[src/rtl/dmx_pkg.sv]
package dmx_pkg;
  typedef enum logic {
    BUS_FULL  = 1'b0,
    BUS_SPLIT = 1'b1
  } bus_mode_e;
endpackage

[src/rtl/dmx_clamp.sv]
// Forces a code to its limit value when the sampler reports a range excursion.
module dmx_clamp #(
  parameter int W = 8
) (
  input  logic [W-1:0] raw,
  input  logic         ovr,
  input  logic         und,
  output logic [W-1:0] code
);
  always_comb begin
    if (und)      code = '0;
    else if (ovr) code = '1;
    else          code = raw;
  end
endmodule

[src/rtl/dmx_flush.sv]
// Mode register, refill counter and capture index parity.
module dmx_flush
  import dmx_pkg::*;
#(
  parameter int LAT_D = 14,
  parameter int NCH   = 2
) (
  input  logic           clk,
  input  logic           rst_n,
  input  logic [NCH-1:0] mode_in,
  output logic [NCH-1:0] mode_q,
  output logic           cap_phase,
  output logic           valid
);
  localparam int CW = $clog2(LAT_D + 1);

  logic          restart;
  logic          ph_q, ph_n;
  logic [CW-1:0] cnt_q, cnt_n;

  assign restart = (mode_in != mode_q);

  always_comb begin
    cap_phase = restart ? 1'b0 : ph_q;
    ph_n      = ~cap_phase;
    if (restart)            cnt_n = CW'(LAT_D);
    else if (cnt_q != '0)   cnt_n = cnt_q - 1'b1;
    else                    cnt_n = cnt_q;
  end

  always_ff @(posedge clk or negedge rst_n) begin
    if (!rst_n) begin
      mode_q <= '0;
      ph_q   <= 1'b0;
      cnt_q  <= CW'(LAT_D);
    end else begin
      mode_q <= mode_in;
      ph_q   <= ph_n;
      cnt_q  <= cnt_n;
    end
  end

  assign valid = (cnt_q == '0);

  AST_FLUSH_ON_CHANGE: assert property (@(posedge clk) disable iff (!rst_n)
    restart |=> !valid);
  AST_INDEX_ALTERNATES: assert property (@(posedge clk) disable iff (!rst_n)
    (!restart && mode_in == $past(mode_in)) |=> (cap_phase != $past(cap_phase) || restart));
endmodule

[src/rtl/dmx_delay.sv]
// Fixed-length delay line; tap holds the word captured DEPTH-1 edges earlier.
module dmx_delay #(
  parameter int DW    = 18,
  parameter int DEPTH = 13
) (
  input  logic          clk,
  input  logic          rst_n,
  input  logic [DW-1:0] din,
  output logic [DW-1:0] tap
);
  logic [DEPTH-1:0][DW-1:0] stg;

  generate
    if (DEPTH == 1) begin : g_one
      always_ff @(posedge clk or negedge rst_n) begin
        if (!rst_n) stg <= '0;
        else        stg <= din;
      end
    end else begin : g_many
      always_ff @(posedge clk or negedge rst_n) begin
        if (!rst_n) stg <= '0;
        else        stg <= {stg[DEPTH-2:0], din};
      end
    end
  endgenerate

  assign tap = stg[DEPTH-1];
endmodule

[src/rtl/dmx_outsel.sv]
// Per-channel output stage: full-rate pass-through or paired split buses.
module dmx_outsel
  import dmx_pkg::*;
#(
  parameter int W = 8
) (
  input  logic         clk,
  input  logic         rst_n,
  input  bus_mode_e    mode,
  input  logic [W-1:0] p_code,
  input  logic         p_phase,
  input  logic [W-1:0] d_code,
  output logic [W-1:0] pri,
  output logic [W-1:0] dly
);
  logic pri_en, dly_en;

  always_comb begin
    pri_en = 1'b0;
    dly_en = 1'b0;
    unique case (mode)
      BUS_FULL:  pri_en = 1'b1;
      BUS_SPLIT: begin
        pri_en = p_phase;
        dly_en = p_phase;
      end
      default: ;
    endcase
  end

  always_ff @(posedge clk or negedge rst_n) begin
    if (!rst_n) begin
      pri <= '0;
      dly <= '0;
    end else begin
      if (pri_en) pri <= p_code;
      if (dly_en) dly <= d_code;
    end
  end

  AST_FULL_PASS: assert property (@(posedge clk) disable iff (!rst_n)
    (mode == BUS_FULL) |=> (pri == $past(p_code)));
  AST_FULL_DLY_HOLD: assert property (@(posedge clk) disable iff (!rst_n)
    (mode == BUS_FULL) |=> $stable(dly));
  AST_SPLIT_HOLD: assert property (@(posedge clk) disable iff (!rst_n)
    (mode == BUS_SPLIT && !p_phase) |=> ($stable(pri) && $stable(dly)));
  AST_SPLIT_LOAD: assert property (@(posedge clk) disable iff (!rst_n)
    (mode == BUS_SPLIT && p_phase) |=> (pri == $past(p_code) && dly == $past(d_code)));
endmodule

[src/rtl/dual_demux_range.sv]
module dual_demux_range
  import dmx_pkg::*;
#(
  parameter int W     = 8,
  parameter int LAT_P = 13
) (
  input  logic         clk,
  input  logic         rst_n,
  input  logic [W-1:0] i_code,
  input  logic [W-1:0] q_code,
  input  logic         i_ovr,
  input  logic         i_und,
  input  logic         q_ovr,
  input  logic         q_und,
  input  logic         q_pdn,
  input  logic         i_split,
  input  logic         q_split,
  output logic [W-1:0] i_pri,
  output logic [W-1:0] i_dly,
  output logic [W-1:0] q_pri,
  output logic [W-1:0] q_dly,
  output logic         oor,
  output logic         valid
);
  localparam int NCH   = 2;
  localparam int LAT_D = LAT_P + 1;
  localparam int FL    = NCH * W;     // range flag bit
  localparam int PH    = FL + 1;      // index parity bit
  localparam int DW    = PH + 1;

  logic [NCH-1:0][W-1:0] raw_c, clamp_c, pri_c, dly_c;
  logic [NCH-1:0]        ovr_c, und_c, mode_in, mode_q;
  logic                  cap_phase, cap_flag;
  logic [DW-1:0]         cap_word, tap_p;
  logic [FL:0]           d_word;
  logic                  oor_n;

  assign raw_c   = {q_code, i_code};
  assign ovr_c   = {q_ovr, i_ovr};
  assign und_c   = {q_und, i_und};
  assign mode_in = {q_split, i_split};

  dmx_flush #(.LAT_D(LAT_D), .NCH(NCH)) u_flush (
    .clk       (clk),
    .rst_n     (rst_n),
    .mode_in   (mode_in),
    .mode_q    (mode_q),
    .cap_phase (cap_phase),
    .valid     (valid)
  );

  assign cap_flag = (i_ovr | i_und) | ((q_ovr | q_und) & ~q_pdn);
  assign cap_word = {cap_phase, cap_flag, clamp_c};

  dmx_delay #(.DW(DW), .DEPTH(LAT_P)) u_delay (
    .clk   (clk),
    .rst_n (rst_n),
    .din   (cap_word),
    .tap   (tap_p)
  );

  // one extra stage feeds the delayed buses
  always_ff @(posedge clk or negedge rst_n) begin
    if (!rst_n) d_word <= '0;
    else        d_word <= tap_p[FL:0];
  end

  for (genvar ch = 0; ch < NCH; ch++) begin : g_ch
    dmx_clamp #(.W(W)) u_clamp (
      .raw  (raw_c[ch]),
      .ovr  (ovr_c[ch]),
      .und  (und_c[ch]),
      .code (clamp_c[ch])
    );
    dmx_outsel #(.W(W)) u_out (
      .clk     (clk),
      .rst_n   (rst_n),
      .mode    (bus_mode_e'(mode_q[ch])),
      .p_code  (tap_p[ch*W +: W]),
      .p_phase (tap_p[PH]),
      .d_code  (d_word[ch*W +: W]),
      .pri     (pri_c[ch]),
      .dly     (dly_c[ch])
    );
  end

  assign i_pri = pri_c[0];
  assign i_dly = dly_c[0];
  assign q_pri = pri_c[1];
  assign q_dly = dly_c[1];

  // range flag follows the I primary bus
  always_comb begin
    oor_n = oor;
    if (mode_q[0] == BUS_FULL)  oor_n = tap_p[FL];
    else if (tap_p[PH])         oor_n = tap_p[FL] | d_word[FL];
  end

  always_ff @(posedge clk or negedge rst_n) begin
    if (!rst_n) oor <= 1'b0;
    else        oor <= oor_n;
  end

  AST_OOR_HOLD: assert property (@(posedge clk) disable iff (!rst_n)
    (mode_q[0] == BUS_SPLIT && !tap_p[PH]) |=> $stable(oor));
  AST_OOR_FULL: assert property (@(posedge clk) disable iff (!rst_n)
    (mode_q[0] == BUS_FULL) |=> (oor == $past(tap_p[FL])));
endmodule

[config.mk]
export PLATFORM = sky130hd
export DESIGN_NAME = dual_demux_range
export DESIGN_NICKNAME = d
export VERILOG_FILES = /design/src/rtl/dmx_pkg.sv /design/src/rtl/dmx_clamp.sv /design/src/rtl/dmx_flush.sv /design/src/rtl/dmx_delay.sv /design/src/rtl/dmx_outsel.sv /design/src/rtl/dual_demux_range.sv
export SDC_FILE = /design/constraint.sdc
export NUM_CORES = 1
export LEC_CHECK = 0
export BUFFER_PORTS_ARGS = -buffer_cell sky130_fd_sc_hd__buf_2
export CELL_PAD_IN_SITES_DETAIL_PLACEMENT = 1
export CELL_PAD_IN_SITES_GLOBAL_PLACEMENT = 1
export CORE_MARGIN = 10
export CORE_UTILIZATION = 51
export DETAILED_ROUTE_END_ITERATION = 12
export PLACE_DENSITY = 0.77
export SLEW_MARGIN = 5
export SYNTH_ARGS = -nofsm -noshare
export SYNTH_HDL_FRONTEND = slang
export SYNTH_HIERARCHICAL = 1
export SYNTH_SLANG_ARGS = --single-unit
[constraint.sdc]
create_clock -name clk -period 1.8 [get_ports clk]
set_clock_uncertainty 0.15 [all_clocks]
set_input_delay 0.18 -clock clk [delete_from_list [all_inputs] [get_ports clk]]
set_output_delay 0.18 -clock clk [all_outputs]
set_load 0.01 [all_outputs]
==> out/results.tsv <==
metric	value	unit
Slew @ Worst Pin	0.4693	ns
fin worst setup slack	-0.06377	ns
Leak	4.880	nW
CTS max path bufs	3	
R2R Setup Slk	0.12	ns
FF+latch count, synth	291	
final WL	13660	um
vias post-DR	3429	
footprint of the multi-input gates	794.5	um^2
Std-Cell Rows	46	
Sw Share	21.36	%
Critical Path AT	1.53	ns
Clk pin slew, worst setup/hold paths	0.06	ns
Core Area	15890	um^2
Post-Synthesis Cells	392	
Comb pwr share	6.4	%
R2R depth	7	
Reg-to-Reg Start	u_flush/cnt_q[1]$_DFFE_PN1P_	
Tcrit/Tclk final	103.5	%
sequential share of power	53.6	%
Setup crit start kind	register	
setup tns final	-0.06377	ns
Peak Freq	0.5365	GHz
post-synth top area share	87.22	%
GR Util All Layers	13.14	%
Pwr Density	1364	nW/um^2
Mapped Area	8263	um^2
DP Wirelength	6876	um
Synth area leader	dfrtp_1	
Internal	0.01077	W
port bufs	58	
status	finished with violations	
DR pass1 iterations	4	
CTS root buf	clkbuf_16	
Vias/cell	4.628	
peak fanout along the critical path	2	
die area	21690	um^2
Final Setup Violations	1	
final slew viol count	0	
Fill cells	1389	
starting DRC count in detailed routing	158	
CTS tree	yes	
Final Core Density	63.22	%
Critical R2R Capture	u_flush/cnt_q[0]$_DFFE_PN0P_	
crit path capture type	output port	
largest net degree at the start of global routing	60	
WS Path Type	reg2out	
Slew headroom	68.71	%
warnings from Yosys	6	
Net count, final	531	
Antenna Cells	0	
failing checks	setup timing	
Syn Nets	418	
Final ANT Viol Nets	0	
TritonCTS Sinks	291	
Register Area	7286	um^2
post-synth cell types	27	
Avg Synthesized Cell Area	21.08	um^2
initial antenna violation count	0	
Min-Delay Path Class	in2async	
Die H	147.3	um
minimum clock period	1.864	ns
first-pass GRT wire length	22910	um
H-tree depth	1	
initial core utilization	52.02	%
clock power share	40.0	%
Remaining DRCs	0	
placed instance area	8756	um^2
Sw Pwr	0.002926	W
sequential share of the synthesized area	88.17	%
Synth area leaders	dfrtp_1, mux2_4, mux2_2, o21ba_1, buf_4	
RSZ-0062 raised after global routing	true	
vias in the first global route	4257	
Congestion Overflow GR	0	
Final Hold Vio Count	0	
peak supply drop	0.7311	mV
Max Cap Violations	0	
total CTS buffers	27	
post-route cell area	10040	um^2
Critical Path RT	1.47	ns
wire length per cell	18.44	um
share of cells above drive strength 1	29.14	%
Die W	147.3	um
routability cong.	0.6502	
Area Overhead vs Synth	21.55	%
Worst-Skew Late Latency	0.51	ns
# IOs	59	
worst max-delay path, cell delays in order (launching register included):
cell	delay, ns
dfstp_2	0.54
inv_2	0.05
ha_4	0.15
nor3b_4	0.14
buf_2	0.14
stage by stage:
stage | std cells | total power (W) | setup slack (ns) | hold WS [ns]
after floorplan | 392 | 0.007772 | 0.3999 | -0.2656
after global placement | 651 | 0.008123 | 0.3860 | -0.01050
after detailed placement | 651 | 0.008228 | 0.2836 | 0.002239
after CTS | 740 | 0.01389 | -0.07822 | 0.05776
after global routing | 741 | 0.01437 | -0.1216 | 0.06992
final | 741 | 0.01370 | -0.06377 | 0.06154
repair_timing:
action                     CTS  global route
buffers inserted             3             1
setup endpoints to repair    1             1
pin swaps                    1             1
hold endpoints to repair   311             0
hold buffers                37             0
gates resized for setup      4             0
flip-flops by register name, indices dropped and copies added, names as in the netlist:
signal / count
u_delay/stg: 216
g_ch.u_out/pri: 16
u_delay/tap: 18
u_flush/mode_q: 2
u_flush/ph_q: 1
oor: 1
g_ch.u_out/dly: 16
d_word: 17
u_flush/cnt_q: 4
power groups by stage:
stage	logic, W	registers [W]	clock network [W]
finish	0.000882	0.00734	0.00547
global route	0.000973	0.00740	0.00600
CTS	0.000894	0.00735	0.00565
detailed placement	0.000791	0.00744	0
global placement	0.000752	0.00737	0
floorplan	0.000338	0.00743	0
metal layers:
layer	wire length, um	track usage, %
met5	0	0
met4	288	4.262
met3	717	3.163
met2	7329	23.40
met1	5326	15.27
Yosys cell counts:
library cell  instances
mux2i_1               1
nand3b_1              1
nor3b_4               1
nand2_1               3
o32a_1                1
nand2_2               2
nor3_1                1
nor2_1                4
inv_1                 4
nor3_2                1
a21oi_1               1
nand3_1               1
mux2_4               16
nand2b_1              1
xnor2_1               1
o211ai_1              1
o21ai_0               1
dfstp_2               3
buf_6                 4
buf_4                18
nand2b_4              2
and2_1                1
dfrtp_1             288
xor2_1                2
o21ba_1              16
mux2_2               16
ha_1                  1
layout by cell type (no fill, tap or decap), types with 2 or more instances in the layout:
master	instances
buf_12	4
buf_2	57
buf_4	7
clkbuf_1	9
clkbuf_16	27
clkbuf_8	8
clkinv_2	2
clkinvlp_4	2
dfrtp_1	288
dfstp_2	3
dlygate4sd3_1	37
inv_1	2
inv_2	2
mux2_2	16
mux2_4	16
nand2_1	3
nand2_2	2
nand2b_4	2
nor2_1	4
o21ba_1	16
xor2_1	2
cells by family (layout without fill, tap and decap cells):
family / Yosys count / in the layout / synth area share (%)
xor+xnor: 3 / 3 / 0.3180
simple gates: 18 / 18 / 1.514
fa+ha+maj: 1 / 1 / 0.1514
buf+inv: 26 / 159 / 2.362
flops: 291 / 291 / 88.17
compound gates: 20 / 20 / 2.271
mux: 33 / 33 / 5.209
area by class of cell:
type / count / share of cell area, %
Clock buffer: 44 / 8.160
Inverter: 4 / 0.1495
Tap cell: 216 / 2.691
Clock inverter: 5 / 0.5481
Sequential cell: 291 / 72.54
Timing Repair Buffer: 106 / 7.998
Multi-Input combinational cell: 75 / 7.911
how the worst max path moves through the flow:
stage	from	to	slack, ns	cells past startpoint
after floorplan	u_flush/cnt_q[0]$_DFFE_PN0P_	u_flush/cnt_q[0]$_DFFE_PN0P_	0.40	5
after global placement	u_flush/cnt_q[1]$_DFFE_PN1P_	u_flush/cnt_q[0]$_DFFE_PN0P_	0.39	5
after global routing	u_flush/cnt_q[1]$_DFFE_PN1P_	valid	-0.12	4
after CTS	u_flush/cnt_q[1]$_DFFE_PN1P_	valid	-0.08	4
after detailed placement	u_flush/cnt_q[0]$_DFFE_PN0P_	u_flush/cnt_q[0]$_DFFE_PN0P_	0.28	5
final	u_flush/cnt_q[1]$_DFFE_PN1P_	valid	-0.06	4
No activity file was read; power rests on OpenSTA's default activity.
